## src/rtl/gec_stage.sv

```systemverilog
module gec_stage #(
  parameter int W = 8
) (
  input  logic         clk_i,
  input  logic         rst_ni,
  input  logic         valid_i,
  input  logic [W-1:0] data_i,
  output logic         valid_o,
  output logic [W-1:0] data_o
);

  always_ff @(posedge clk_i or negedge rst_ni) begin
    if (!rst_ni) begin
      valid_o <= 1'b0;
      data_o  <= '0;
    end else begin
      valid_o <= valid_i;
      if (valid_i) data_o <= data_i;
    end
  end

endmodule

```

## src/rtl/gec_resolve.sv

```systemverilog
module gec_resolve #(
  parameter int N_BITS = 6
) (
  input  logic [N_BITS-1:0] lead_i,
  input  logic [N_BITS-2:0] lag_i,
  output logic [N_BITS-1:0] bin_o
);

  // MSB first: the decided upper bit picks which comparator to trust
  always_comb begin
    logic up;
    up = lead_i[N_BITS-1];
    bin_o[N_BITS-1] = up;
    for (int k = N_BITS - 2; k >= 0; k--) begin
      up = up ^ (up ? lag_i[k] : lead_i[k]);
      bin_o[k] = up;
    end
  end

endmodule

```

## src/rtl/gray_lookback_corrector.sv

```systemverilog
module gray_lookback_corrector #(
  parameter int N_BITS    = 6,
  parameter int EXTRA_LSB = 1
) (
  input  logic                          clk_i,
  input  logic                          rst_ni,
  input  logic                          valid_i,
  input  logic [N_BITS-1:0]             lead_i,
  input  logic [N_BITS-2:0]             lag_i,
  input  logic                          ilv_a_i,
  input  logic                          ilv_b_i,
  output logic [N_BITS+EXTRA_LSB-1:0]   code_o,
  output logic                          valid_o
);

  localparam int LAG_W = N_BITS - 1;
  localparam int IN_W  = N_BITS + LAG_W + 2;
  localparam int OUT_W = N_BITS + EXTRA_LSB;

  logic             s1_valid;
  logic [IN_W-1:0]  s1_data;
  logic [N_BITS-1:0] s1_lead;
  logic [LAG_W-1:0] s1_lag;
  logic             s1_ia, s1_ib;
  logic [N_BITS-1:0] bin;
  logic [OUT_W-1:0] word;

  gec_stage #(.W(IN_W)) u_sample (
    .clk_i  (clk_i),
    .rst_ni (rst_ni),
    .valid_i(valid_i),
    .data_i ({lead_i, lag_i, ilv_a_i, ilv_b_i}),
    .valid_o(s1_valid),
    .data_o (s1_data)
  );

  assign {s1_lead, s1_lag, s1_ia, s1_ib} = s1_data;

  gec_resolve #(.N_BITS(N_BITS)) u_resolve (
    .lead_i(s1_lead),
    .lag_i (s1_lag),
    .bin_o (bin)
  );

  generate
    if (EXTRA_LSB != 0) begin : g_fine
      assign word = {bin, s1_ia ^ s1_ib};
    end else begin : g_plain
      assign word = bin;
    end
  endgenerate

  gec_stage #(.W(OUT_W)) u_result (
    .clk_i  (clk_i),
    .rst_ni (rst_ni),
    .valid_i(s1_valid),
    .data_i (word),
    .valid_o(valid_o),
    .data_o (code_o)
  );

endmodule

```

## config.mk

```make
export PLATFORM = sky130hd
export DESIGN_NAME = gray_lookback_corrector
export DESIGN_NICKNAME = d
export VERILOG_FILES = /design/src/rtl/gec_stage.sv /design/src/rtl/gec_resolve.sv /design/src/rtl/gray_lookback_corrector.sv
export SDC_FILE = /design/constraint.sdc
export NUM_CORES = 1
export LEC_CHECK = 0
export ABC_CLOCK_PERIOD_IN_PS = 2600
export BUFFER_PORTS_ARGS = -buffer_cell sky130_fd_sc_hd__buf_4
export CAP_MARGIN = 20
export CORE_UTILIZATION = 50
export CTS_CLUSTER_SIZE = 25
export DETAILED_ROUTE_END_ITERATION = 16
export PLACE_DENSITY = 0.76
export SLEW_MARGIN = 40
export SYNTH_ARGS = -nofsm -noshare
export SYNTH_HDL_FRONTEND = slang
export SYNTH_SLANG_ARGS = --single-unit
```

## constraint.sdc

```tcl
create_clock -name clk_i -period 2.6 [get_ports clk_i]
set_clock_uncertainty 0.2 [all_clocks]
set_input_delay 0.52 -clock clk_i [delete_from_list [all_inputs] [get_ports clk_i]]
set_output_delay 0.52 -clock clk_i [all_outputs]
set_load 0.01 [all_outputs]
```

# Yosys cells after proc, flatten, opt, wreduce, memory -nomap -nowiden

Cells that the tools add are included.

Flip-flop bits (word level): 22
Input bits: 16
Output and inout bits: 8
Word-level logic and storage cells: 15

Mux-type cells: 5
Bitwise gates (word level): 6

Operators with widths:

| kind          | number |
|---|---|
| $xor A1 B1 Y1 | 6 |
| $mux W1       | 5 |

# Logic depth before layout (Yosys ltp)

Depth in word-level cells: 10
Depth in mapped cells: 5

# Hierarchy

A second synthesis with hierarchy kept.

Cells, all modules: 70
Area total of the unflattened synthesis: 1051.0 um2

Modules (own cells, without submodules):

| module                  | times used | cells each | area an instance (um2) |
|---|---|---|---|
| gec_stage (u_sample)    | 1          | 28         | 545.5 |
| gec_stage (u_result)    | 1          | 16         | 316.6 |
| gec_resolve             | 1          | 25         | 180.2 |
| gray_lookback_corrector | 1          | 1          | 8.8 |

# Worst setup path after synthesis

Ideal clock, no wire load.

Kind: register to register
Start point: register u_sample.data_o[8]
End point: register u_result.data_o[2]
Setup time: 0.125 ns
Arrival time: 1.353 ns
Required time: 2.275 ns
Slack: 0.922 ns
Stages on the path, launching flop included: 6
Path buffers: 0
Path through: dfrtp_1 > or3_1 > a211o_1 > nand2_2 > nor2_1 > mux2_4

Word-level cells in the longest chain between the ends: 2

Ends and longest elaborated chain:

| element                | RTL line          | source |
|---|---|---|
| start, declared        | gec_stage.sv:9    | `output logic [W-1:0] data_o` |
| start signal, assigned | gec_stage.sv:18   | `if (valid_i) data_o <= data_i;` |
| $mux W1                | gec_resolve.sv:15 | `up = up ^ (up ? lag_i[k] : lead_i[k]);` |
| $xor A1 B1 Y1          | gec_resolve.sv:15 |  |
| end signal, assigned   | gec_stage.sv:18   |  |
| end, declared          | gec_stage.sv:9    |  |

No other way between the ends.
A chain may end at the register's enable or synchronous reset.

# Worst setup path in the final report

Ends and elaborated chain as after synthesis.

==> flow_summary.yaml <==
run_status:
  status: "completed"
worst_setup_path:
  critPathLaunchType: "flop"
  endpoint_kind: "flop"
  cp_data_required_time_ns: 2.60
  r2r_slack_ns: 0.84
  worstPathArrival_ns: 1.75
  worstPathMaxFanout: 5
  reg2reg_depth: 5
  regToRegEndpoint: "u_result.data_o[2]$_DFFE_PN0P_"
  reg2reg_from: "u_sample.data_o[8]$_DFFE_PN0P_"
  crit_type: "flop to flop"
floorplan:
  die-area_sq_um: 2070
  ios: 24
  die_w_um: 45.6
  initial_core_util: 0.543
  core.rowCount: 15
  core_sq_um: 1750
  fp.dieH_um: 45.6
route:
  wl_mm: 1.62
  detail-route-antenna-nets: 0
  via_per_inst: 5.14
  wl_per_cell_um: 12.9
  drc_errors: 0
  drt_iter0_drc: 6
  first_pass_iters: 3
  dr_total_vias: 648
min_path:
  whs_path_depth: 3
  hp-start: "lag_i[2]"
  hold_end: "u_sample.data_o[4]$_DFFE_PN0P_"
  min_path_type: "input pin to flop"
global_routing:
  grt_max_degree: 23
  grt_pass1_wl_mm: 2.46
  grt-ovfl-total: 0
  antenna_found_initial: 0
  track_usage: 0.175
  grt_pass1_vias: 559
pwr:
  p_int_w: 0.000638
  pwr-share-comb: 0.193
  switching_share: 0.241
  power.leakage_nw: 0.539
  cellPowerDensity_nw_per_um2: 696
  p_clk_frac: 0.306
  vdd_ir_drop_max_v: 0.000413
  switching_power_w: 0.000202
  seqPwrFrac: 0.501
yosys:
  yosysTopAreaCellShare: 0.580
  synth_top_area_cell: "dfrtp_1"
  async_reset_ff_frac: 1.00
  netlist_instances: 75
  synth_top_cells_by_count: "dfrtp_1 (22), mux2_2 (13), nor2_1 (8)"
  synthTopCellsByArea: "dfrtp_1 (58%), mux2_2 (15%), nor2_1 (3.2%)"
  ys_seq_elements: 22
  synth_nets: 91
  ys_warn_count: 0
  synth_ff_type: "dfrtp_1"
  synth_edf_count: 0
  syn-cell-area_sq_um: 948
  synth_most_common_cell: "dfrtp_1"
  yosysUniqueCellTypes: 23
  avgSynthCellArea_sq_um: 12.6
  ys_seq_area_frac: 0.580
final_layout:
  layout-drive-gt1-share: 0.446
  layout.nets: 118
  antennaDiodeCount: 0
  area_delta_synth_final_pct: 27.3
timing:
  slew_violations: 0
  fin_ws_ns: 0.844
  worstMarginPinSlew_ns: 0.402
  rsz0062_at_grt: "no"
  setup_tns_ns: 0
  fmax_ghz: 0.570
  min_period_over_period: 0.675
  finalHoldViolCount: 0
  whs_ns: 0.215
  max_slew_margin: 0.730
  min_period_ns: 1.76
  finalSetupViolCount: 0
clocking:
  ctsHoldBuffers: 1
  cts_tree: "yes"
  htreeDepth: 1
  clk_pin_slew_ns: 0.12
  clkLatencyLatePin_ns: 0.30
  ctsResizeCount: 0
  cts_setup_buffers: 0
  clock_path_buffers: 2
  clock_sinks: 22
  cts-root-buf: "clkbuf_4"
  cts_made_buffers: 3
job:
  drv_cap: 0
place:
  dp_slack_ns: 0.864
  port_buffers: 23
  gp_congestion: 0.844
==> layer usage <==
| metal | GRT usage | vias up | wire [um] | part of all wire |
|---|---|---|---|---|
| met1 | 0.242 | 311 | 748 | 0.46 |
| li1 | - | 321 | - | - |
| met2 | 0.269 | 14 | 817 | 0.50 |
| met4 | 0.0909 | 0 | 12 | 0.0074 |
| met3 | 0.0238 | 2 | 45 | 0.028 |
| met5 | 0 | - | 0 | 0 |
==> sequential cells by signal (all words and copies together), names as in the netlist <==
| signal | flops |
|---|---|
| u_sample.valid_o | 1 |
| u_result.valid_o | 1 |
| u_result.data_o | 7 |
| u_sample.data_o | 13 |
==> logic make-up after synthesis <==
kind of cell	share of synthesized area
AND/OR/NAND/NOR	0.132
AO/OA/AOI/OAI	0.0858
multiplexers	0.181
flip-flops	0.580
buffers and inverters	0.0119
XOR/XNOR	0.00924
==> cell usage in the layout, fill, tap and decap left out, types with 2 or more instances in the layout <==
cell / instances
nor2_1: 8
or3_1: 2
buf_4: 23
a211o_1: 2
clkbuf_4: 3
a21oi_1: 4
nand2_2: 2
nor3b_1: 2
nand3b_1: 3
o21ai_0: 3
dfrtp_1: 22
mux2_2: 13
==> worst max-delay path, stage by stage (launching register included) <==
cell and delay [ns]:
dfrtp_1 0.44, or3_1 0.38, a211o_1 0.27, nand2_2 0.08
nor2_1 0.04, mux2_4 0.24
==> per-stage QoR <==
stage | instance area (sq um) | std cells | util | power (W)
finish | 1210 | 126 | 0.692 | 0.000840
global route | 1210 | 126 | 0.692 | 0.000880
CTS | 1210 | 126 | 0.692 | 0.000847
detailed placement | 1140 | 121 | 0.656 | 0.000589
global placement | 1140 | 121 | 0.656 | 0.000583
floorplan | 948 | 75 | - | 0.000513
==> power by group through the flow <==
| stage | Sequential, W | Combinational, W | Clock, W |
|---|---|---|---|
| 2_1_floorplan | 0.000428 | 0.0000846 | 0 |
| 3_3_place_gp | 0.000424 | 0.000159 | 0 |
| 4_1_cts | 0.000420 | 0.000164 | 0.000262 |
| 3_5_place_dp | 0.000427 | 0.000162 | 0 |
| 5_1_grt | 0.000425 | 0.000179 | 0.000276 |
| 6_report | 0.000421 | 0.000162 | 0.000257 |
==> cell type report <==
class | instances | area (sq um)
fillers | 146 | 538
flip-flops and latches | 22 | 551
clock inverters | 1 | 30.0
well taps | 25 | 31.3
repair buffers | 24 | 183
multi-input cells | 50 | 387
clock buffers | 3 | 22.5
inverters | 1 | 3.75
==> worst max-delay path by stage <==
stage | start | endpoint | slack (ns) | cells past startpoint
2_1_floorplan | u_sample.data_o[8]$_DFFE_PN0P_ | u_result.data_o[2]$_DFFE_PN0P_ | 0.92 | 5
3_3_place_gp | u_sample.data_o[8]$_DFFE_PN0P_ | u_result.data_o[2]$_DFFE_PN0P_ | 0.89 | 5
3_5_place_dp | u_sample.data_o[8]$_DFFE_PN0P_ | u_result.data_o[2]$_DFFE_PN0P_ | 0.86 | 5
4_1_cts | u_sample.data_o[8]$_DFFE_PN0P_ | u_result.data_o[2]$_DFFE_PN0P_ | 0.85 | 5
5_1_grt | u_sample.data_o[12]$_DFFE_PN0P_ | u_result.data_o[1]$_DFFE_PN0P_ | 0.77 | 5
6_report | u_sample.data_o[8]$_DFFE_PN0P_ | u_result.data_o[2]$_DFFE_PN0P_ | 0.84 | 5
No activity file was read; power rests on OpenSTA's default activity.
